===== config.mk =====
export PLATFORM = sky130hd
export DESIGN_NAME = dll_delay_ctrl
export DESIGN_NICKNAME = d
export VERILOG_FILES = /design/src/rtl/dll_ctl_pkg.sv /design/src/rtl/dll_code_counter.sv /design/src/rtl/dll_settle_timer.sv /design/src/rtl/dll_trim_unit.sv /design/src/rtl/dll_delay_ctrl.sv
export SDC_FILE = /design/constraint.sdc
export NUM_CORES = 1
export LEC_CHECK = 0
export ABC_AREA = 1
export BUFFER_PORTS_ARGS = -buffer_cell sky130_fd_sc_hd__buf_2
export CAP_MARGIN = 20
export CORE_MARGIN = 2
export CORE_UTILIZATION = 32
export CTS_CLUSTER_DIAMETER = 80
export CTS_CLUSTER_SIZE = 25
export DETAILED_ROUTE_END_ITERATION = 8
export GPL_ROUTABILITY_DRIVEN = 1
export PLACE_DENSITY_LB_ADDON = 0.2
export SYNTH_ARGS = -nofsm -noshare
export SYNTH_HDL_FRONTEND = slang
export SYNTH_SLANG_ARGS = --single-unit

===== constraint.sdc =====
create_clock -name clk -period 6.1 [get_ports clk]
set_clock_uncertainty 0.1 [all_clocks]
set_input_delay 1.22 -clock clk [delete_from_list [all_inputs] [get_ports clk]]
set_output_delay 1.22 -clock clk [all_outputs]
set_load 0.02 [all_outputs]

===== src/rtl/dll_ctl_pkg.sv =====
package dll_ctl_pkg;
    localparam int CODE_W = 6;
    localparam int N_TRIM = 2;

    typedef logic [CODE_W-1:0] code_t;

    typedef struct packed {
        code_t code;
    } ctr_state_t;

    typedef struct packed {
        code_t adj;
    } trim_state_t;
endpackage


===== src/rtl/dll_code_counter.sv =====
module dll_code_counter
    import dll_ctl_pkg::*;
#(
    parameter int    W         = CODE_W,
    parameter logic [W-1:0] INIT_CODE = W'(32)
) (
    input  logic         clk,
    input  logic         rst,
    input  logic         step_en,
    input  logic         step_up,
    output logic [W-1:0] code_o
);
    localparam logic [W-1:0] TOP = {W{1'b1}};

    logic [W-1:0] code_d, code_q;

    always_comb begin
        code_d = code_q;
        if (rst) begin
            code_d = INIT_CODE;
        end else if (step_en) begin
            if (step_up && code_q != TOP)
                code_d = code_q + W'(1);
            else if (!step_up && code_q != '0)
                code_d = code_q - W'(1);
        end
    end

    always_ff @(posedge clk) begin
        code_q <= code_d;
    end

    assign code_o = code_q;


    hold_when_idle_chk: assert property (@(posedge clk) disable iff (rst)
        !step_en |=> $stable(code_q));

    top_sat_chk: assert property (@(posedge clk) disable iff (rst)
        (step_en && step_up && code_q == TOP) |=> code_q == TOP);

    bottom_sat_chk: assert property (@(posedge clk) disable iff (rst)
        (step_en && !step_up && code_q == '0) |=> code_q == '0);

    single_step_chk: assert property (@(posedge clk) disable iff (rst)
        step_en |=> ($countones(code_q ^ $past(code_q)) >= 0) &&
                    ((code_q == $past(code_q) + W'(1)) ||
                     (code_q == $past(code_q) - W'(1)) ||
                     (code_q == $past(code_q))));
endmodule


===== src/rtl/dll_settle_timer.sv =====
module dll_settle_timer #(
    parameter int SETTLE_CYCLES = 1280
) (
    input  logic clk,
    input  logic rst,
    output logic ready_o
);
    localparam int CNT_W = $clog2(SETTLE_CYCLES + 1);
    localparam logic [CNT_W-1:0] LAST = CNT_W'(SETTLE_CYCLES);

    typedef struct packed {
        logic [CNT_W-1:0] cnt;
        logic             ready;
    } tmr_t;

    tmr_t st_d, st_q;

    always_comb begin
        st_d = st_q;
        if (rst) begin
            st_d.cnt   = '0;
            st_d.ready = 1'b0;
        end else begin
            if (st_q.cnt != LAST)
                st_d.cnt = st_q.cnt + CNT_W'(1);
            st_d.ready = (st_q.cnt >= LAST - CNT_W'(1));
        end
    end

    always_ff @(posedge clk) begin
        st_q <= st_d;
    end

    assign ready_o = st_q.ready;


    ready_sticky_chk: assert property (@(posedge clk) disable iff (rst)
        st_q.ready |=> st_q.ready);

    ready_rise_at_end_chk: assert property (@(posedge clk) disable iff (rst)
        $rose(st_q.ready) |-> st_q.cnt == LAST);
endmodule


===== src/rtl/dll_trim_unit.sv =====
module dll_trim_unit
    import dll_ctl_pkg::*;
#(
    parameter int W = CODE_W
) (
    input  logic         clk,
    input  logic         rst,
    input  logic [W-1:0] code_i,
    input  logic [W-1:0] trim_i,
    input  logic         sub_i,
    output logic [W-1:0] adj_o
);
    logic [W-1:0] adj_d, adj_q;
    logic [W:0]   sum_w, diff_w;

    always_comb begin
        sum_w  = {1'b0, code_i} + {1'b0, trim_i};
        diff_w = {1'b0, code_i} - {1'b0, trim_i};
        if (rst)
            adj_d = '0;
        else if (sub_i)
            adj_d = diff_w[W] ? '0 : diff_w[W-1:0];
        else
            adj_d = sum_w[W] ? {W{1'b1}} : sum_w[W-1:0];
    end

    always_ff @(posedge clk) begin
        adj_q <= adj_d;
    end

    assign adj_o = adj_q;


    add_not_below_chk: assert property (@(posedge clk) disable iff (rst)
        !sub_i |=> adj_q >= $past(code_i));

    sub_not_above_chk: assert property (@(posedge clk) disable iff (rst)
        sub_i |=> adj_q <= $past(code_i));

    zero_trim_pass_chk: assert property (@(posedge clk) disable iff (rst)
        (trim_i == '0) |=> adj_q == $past(code_i));
endmodule


===== src/rtl/dll_delay_ctrl.sv =====
module dll_delay_ctrl
    import dll_ctl_pkg::*;
#(
    parameter int SETTLE_CYCLES = 1280,
    parameter int RESET_CODE    = 32
) (
    input  logic              clk,
    input  logic              core_rst_n,
    input  logic              pin_rst_n,
    input  logic              pd_up,
    input  logic              pd_en,
    input  logic [CODE_W-1:0] off_a,
    input  logic              sub_a,
    input  logic [CODE_W-1:0] off_b,
    input  logic              sub_b,
    output logic [CODE_W-1:0] dly_code,
    output logic [CODE_W-1:0] strobe_adj_a,
    output logic [CODE_W-1:0] strobe_adj_b,
    output logic              lock_ready
);
    logic rst_any;
    assign rst_any = !core_rst_n || !pin_rst_n;

    code_t code_w;
    code_t trim_amt [N_TRIM];
    logic  trim_sub [N_TRIM];
    code_t trim_out [N_TRIM];

    assign trim_amt[0] = off_a;
    assign trim_amt[1] = off_b;
    assign trim_sub[0] = sub_a;
    assign trim_sub[1] = sub_b;

    dll_code_counter #(
        .W         (CODE_W),
        .INIT_CODE (CODE_W'(RESET_CODE))
    ) u_ctr (
        .clk     (clk),
        .rst     (rst_any),
        .step_en (pd_en),
        .step_up (pd_up),
        .code_o  (code_w)
    );

    dll_settle_timer #(
        .SETTLE_CYCLES (SETTLE_CYCLES)
    ) u_tmr (
        .clk     (clk),
        .rst     (rst_any),
        .ready_o (lock_ready)
    );

    for (genvar g = 0; g < N_TRIM; g++) begin : g_trim
        dll_trim_unit #(.W(CODE_W)) u_trim (
            .clk    (clk),
            .rst    (rst_any),
            .code_i (code_w),
            .trim_i (trim_amt[g]),
            .sub_i  (trim_sub[g]),
            .adj_o  (trim_out[g])
        );
    end

    assign dly_code     = code_w;
    assign strobe_adj_a = trim_out[0];
    assign strobe_adj_b = trim_out[1];


    reset_state_chk: assert property (@(posedge clk)
        rst_any |=> (dly_code == CODE_W'(RESET_CODE)) && !lock_ready);
endmodule


# After elaboration in Yosys (flattened, before gate mapping)
# Cells that the tools add are included.
[word_totals] in_bits=19 rom_bits=0 latchBits=0 mem_bits_rw=0 wordCells=32 ff_bits=30 memories=0
[classes] eq_ne=2 div=0 add_sub_neg=7 bitwise=0 n_reduce_logical=9 n_shift=0 order_cmp=1 multipliers=0 muxes=8
[op_table] operator="6-bit two-way mux" n=8
[op_table] operator="6-bit by 6-bit adder with 7-bit output" n=2
[op_table] operator="6-bit by 6-bit subtractor with 7-bit output" n=2
[op_table] operator="11-bit by 1-bit adder with 11-bit output (second input constant)" n=1
[op_table] operator="11-bit greater-or-equal comparator (second input constant)" n=1
[op_table] operator="11-bit != test (second input constant)" n=1
[op_table] operator="6-bit by 1-bit adder with 6-bit output (second input constant)" n=1
[op_table] operator="6-bit != test (second input constant)" n=1
[op_table] operator="6-bit nonzero test" n=1
[op_table] operator="6-bit by 1-bit subtractor with 6-bit output (second input constant)" n=1
[op_table] operator="1-bit zero test" n=3
[op_table] operator="1-bit logical AND" n=2
[op_table] operator="2-bit AND reduction" n=1
[op_table] operator="2-bit nonzero test" n=1
[op_table] operator="1-bit logical OR" n=1

# Longest topological paths before layout
[logic_depth] ltp_word=4 mapped_depth=15 mapped_depth_nobuf=15

# By module
# From an unflattened synthesis, not the netlist that was laid out.
[unflattened] hier_cells=421 hier_area_um2=2763.9
[modules_own_cells] module="dll_trim_unit at g_trim[0].u_trim" n_inst=1 area_each_um2=824.5 cells_each=129
[modules_own_cells] module="dll_trim_unit at g_trim[1].u_trim" n_inst=1 area_each_um2=788.3 cells_each=119
[modules_own_cells] module="dll_settle_timer" n_inst=1 area_each_um2=676.9 cells_each=99
[modules_own_cells] module="dll_code_counter" n_inst=1 area_each_um2=470.5 cells_each=73
[modules_own_cells] module="dll_delay_ctrl" n_inst=1 area_each_um2=3.8 cells_each=1

# Least setup slack after synthesis
# OpenSTA, ideal clock, no wires.
[synth_path] path_kind="input port to flip-flop" start="input off_a[0]" end="register g_trim[0].u_trim.adj_q[0]" path_slack_ps=3605 arrival_ps=2280 stages=8 setup_ps=115 path_buffers=0 path_cell_list="ha_1 -> inv_1 -> fa_1 -> nand3_1 -> nand2_1 -> nand2_2 -> a21oi_1 -> o21a_1"
[synth_between] elab_chain_len=3 elab_cells_between_ends=5 classes_between="add/sub (2); mux (3)"
[synth_rtl] element="start, declared" line="dll_delay_ctrl.sv:12" source="input logic [CODE_W-1:0] off_a,"
[synth_rtl] element="6-bit by 6-bit adder with 7-bit output or 6-bit by 6-bit subtractor with 7-bit output (tied branches)" line="dll_trim_unit.sv:17, dll_trim_unit.sv:18"
[synth_rtl] element="6-bit two-way mux (on tied branches)" line="dll_trim_unit.sv:24, dll_trim_unit.sv:22"
[synth_rtl] element="6-bit two-way mux (*)" line="dll_trim_unit.sv:21" source="else if (sub_i)"
[synth_rtl] element="end signal, assigned" line="dll_trim_unit.sv:28" source="adj_q <= adj_d;"
[synth_rtl] element="end, declared" line="dll_trim_unit.sv:13" source="logic [W-1:0] adj_d, adj_q;"
# Mark *: on every way between the ends. The rest lies on a longest branch, timed or not.
# A chain may end at the register's enable or synchronous reset.

# Worst setup path in the final report
[layout_path] start="input off_b[3]" end="register g_trim[1].u_trim.adj_q[5]"
[layout_between] elab_chain_len=3 elab_cells_between_ends=5 classes_between="add/sub (2); mux (3)"
[layout_rtl] element="start, declared" line="dll_delay_ctrl.sv:14" source="input logic [CODE_W-1:0] off_b,"
[layout_rtl] element="6-bit by 6-bit adder with 7-bit output or 6-bit by 6-bit subtractor with 7-bit output (tied branches)" line="dll_trim_unit.sv:17, dll_trim_unit.sv:18"
[layout_rtl] element="6-bit two-way mux (on tied branches)" line="dll_trim_unit.sv:24, dll_trim_unit.sv:22"
[layout_rtl] element="6-bit two-way mux (*)" line="dll_trim_unit.sv:21"
[layout_rtl] element="end signal, assigned" line="dll_trim_unit.sv:28"
[layout_rtl] element="end, declared" line="dll_trim_unit.sv:13"
# Marks and branches as above.

==> impl_metrics.csv <==
group,metric,value,unit
floorplanning,chipWidth,94.27,µm
finish,layout.cells.most_common,"nand2_1",
run_status,outcome,"complete, no violations",
placement,dp_worst_setup_slack,3.279,ns
clock_network,clock_path_buffers,2,
logic_synthesis,ys_seq_area_share,23.03,%
logic_synthesis,synthAdderAreaFrac,18.23,%
clock_network,cts-hold-fix-buffers,0,
logic_synthesis,synth-compound-area-share,10.03,%
finish,synthToLayoutAreaGrowth,13.92,%
detailed_routing,drt-pass1-iter-count,4,
floorplanning,core,7807,µm²
logic_synthesis,synth-async-reset-ratio,0,%
clock_network,clkSlewWorstSetupHoldPaths,0.07,ns
logic_synthesis,yosys_warnings,0,
timing,max_slew_margin,50.68,%
timing,timing_worst_slew_pin_value,0.7380,ns
floorplanning,num_rows,32,
logic_synthesis,dominant_combinational_cell_family_by_area_after_synthesis,"simple AND/OR/NAND/NOR gates",
logic_synthesis,synth.cell_area,2608,µm²
clock_network,worst_skew_pair.late_latency,0.28,ns
critical_path,category_of_the_worst_setup_path_launch_point,"input pin",
logic_synthesis,ys_seq_elements,30,
critical_path,max_fanout_on_critical_path,6,
global_routing,grt_pass1_vias,2296,
clock_network,clock_tree_from_tritoncts,"done",
timing,fin_crit_sh,41.53,%
floorplanning,total_die_area,8887,µm²
clock_network,clkSinkCount,30,
detailed_routing,finalWirelength,5946,µm
critical_path,critical_path.endpoint_type,"flip-flop",
worst_hold_path,min_delay_path_depth,2,
timing,final_period_minus_worst_setup_slack,2.533,ns
clock_network,ctsRootBufferMaster,"clkbuf_8",
logic_synthesis,mux_cell_area_share_after_synthesis,0,%
global_routing,track_usage,14.46,%
critical_path,reg2reg_depth,15,
logic_synthesis,synth_fp_nets,444,
clock_network,cts_setup_buffers,0,
finish,nNetsFinal,483,
floorplanning,design.portCount,38,
logic_synthesis,syn_area_per_cell,6.686,µm²
placement,portBuffers,37,
logic_synthesis,yosysTopAreaCellShare,23.03,%
worst_hold_path,hold_class,"flip-flop to flip-flop",
critical_path,register_to_register_setup_slack,3.81,ns
timing,grt_setup_unrepaired,"false",
placement,finalWeightedCongestion,0.8272,
logic_synthesis,synthCells,390,
logic_synthesis,number_of_flops_mapped_to_enable_cells_by_yosys,0,
detailed_routing,routed_wire_length_per_instance,11.20,µm
logic_synthesis,yosys-top-cells-area,"dfxtp_1, nand2_1, ha_1, inv_1, a21oi_1",
logic_synthesis,synth-xor-area-share,3.359,%
global_routing,grt_start_max_net_pins,20,
logic_synthesis,most_instantiated_flip_flop_cell_in_the_synthesis_netlist,"dfxtp_1",
logic_synthesis,synthDominantAreaCellType,"dfxtp_1",
clock_network,h-tree-depth,2,
timing,post-route-worst-setup-slack,3.567,ns
clock_network,cts_buffers,5,
power,vdd.ir_drop.worst,0.08473,mV
detailed_routing,num_vias,2403,
worst_hold_path,hold_end,"u_tmr.st_q[5]",
finish,layout-drive-gt1-share,15.38,%
global_routing,overflow,0,
global_routing,number_of_antenna_violations_at_the_first_check_in_global_routing,0,
detailed_routing,detail-route-antenna-nets,0,
finish,n_fill_cell,860,
floorplanning,die_h,94.27,µm
power,power_per_cell_area,169.4,nW/µm²
floorplanning,starting_density_of_the_core,33.40,%
critical_path,rr_endpoint,"u_ctr.code_o[5]",
critical_path,worst-endpoint-required,6.14,ns
critical_path,critical_path_arrival,2.57,ns
logic_synthesis,count_of_unique_library_cells_instantiated_by_yosys,32,
power,leakagePower,1.542,nW
timing,clock.fmax,394.8,MHz
flow_run,maxCapViolCount,0,
clock_network,cts.repair.resized,0,
timing,setup-tns-final,0,ns
critical_path,critical_path_class,"input pin to flip-flop",
global_routing,grt_pass1_wl,10210,µm
detailed_routing,viasPerCell,4.525,
detailed_routing,drt_iter0_drc,54,
critical_path,worst_r2r_startpoint,"u_ctr.code_o[1]",
finish,layout_common_cells,"nand2_1, inv_1, buf_2, a21oi_1",
timing,finalSetupViolCount,0,
finish,antenna_cells,0,
detailed_routing,post-route-drc-count,0,
worst_hold_path,hold_path.startpoint,"u_tmr.st_q[5]",
timing,final_hold_viols,0,
timing,number_of_max_slew_violations_in_the_final_report,0,
placement,place.detailed.hpwl,4751,µm
logic_synthesis,yosys.area_share.simple,34.98,%
## power breakdown
group | internal [mW] | switching, mW
clock network | 0.0784 | 0.0721
registers | 0.203 | 0.00802
logic | 0.0515 | 0.0899
## stage by stage
| stage | hold slack (ns) | cell area (µm²) | power (mW) | std cells | utilization (%) |
|---|---|---|---|---|---|
| after floorplan | 0.3588 | 2608 | 0.3189 | 390 | - |
| after global placement | 0.3834 | 2894 | 0.3577 | 524 | 37.07 |
| after detailed placement | 0.3908 | 2894 | 0.3576 | 524 | 37.07 |
| after CTS | 0.3997 | 2970 | 0.5093 | 531 | 38.04 |
| after global routing | 0.4258 | 2970 | 0.5405 | 531 | 38.04 |
| final | 0.3982 | 2970 | 0.5031 | 531 | 38.04 |
## state kept, by name, indices dropped and copies added (netlist names)
| name | flops |
|---|---|
| u_tmr.st_q | 11 |
| u_ctr.code_o | 6 |
| g_trim.u_trim.adj_o | 12 |
| u_tmr.ready_o | 1 |
## cell usage after synthesis, types with 3 or more instances
library cell and n:
nand4_1 5, nand3_2 3, nand2_2 8, nor2_1 27, fa_1 5, nand3b_1 3, o21a_1 3, a21oi_1 32
o21ai_0 4, buf_2 3, xor2_1 9, ha_1 30, nand2_1 109, dfxtp_1 30, inv_1 63, nand3_1 30
nor3_1 5
## kinds of logic after synthesis
group / Yosys count
AND/OR/NAND/NOR: 200
buffers and inverters: 70
AO/OA/AOI/OAI: 45
adder cells (fa/ha/maj): 35
flip-flops: 30
XOR/XNOR: 10
## per-layer routing
| metal | vias to the layer above | global-route usage [%] | share of wire (%) |
|---|---|---|---|
| met4 | 0 | 4.348 | 1.8 |
| met2 | 35 | 23.93 | 45 |
| met3 | 13 | 2.408 | 3.1 |
| li1 | 1306 | - | - |
| met1 | 1049 | 19.21 | 50 |
| met5 | - | 0 | 0 |
## cell type report
type                            count  area (µm²)  area share [%]
Multi-Input combinational cell    290        1737           58.47
Sequential cell                    30       600.6           20.22
Inverter                           65       244.0           8.214
Timing Repair Buffer               37       185.2           6.234
Tap cell                          102       127.6           4.297
Clock buffer                        7       76.32           2.570
## critical path, cell delays in order
cell	delay [ns]
buf_2	0.09
inv_1	0.04
ha_1	0.38
inv_2	0.10
nand2_2	0.07
nand2_2	0.05
nand2_1	0.05
nand2_1	0.06
nor2_2	0.22
nand3_1	0.14
nand2_1	0.08
a21oi_1	0.06
## how the worst max path moves through the flow
stage          slack (ns)  cells past startpoint            start                   endpoint
4_1_cts              3.54                      1  u_ctr.code_o[1]                dly_code[1]
2_1_floorplan        3.61                      8         off_a[0]  g_trim[0].u_trim.adj_o[0]
3_3_place_gp         3.29                     12         off_b[3]  g_trim[1].u_trim.adj_o[5]
3_5_place_dp         3.28                     12         off_b[3]  g_trim[1].u_trim.adj_o[5]
6_report             3.57                     12         off_b[3]  g_trim[1].u_trim.adj_o[5]
5_1_grt              3.41                     12         off_b[3]  g_trim[1].u_trim.adj_o[5]
Note: power is estimated with default switching activity, not from simulation.
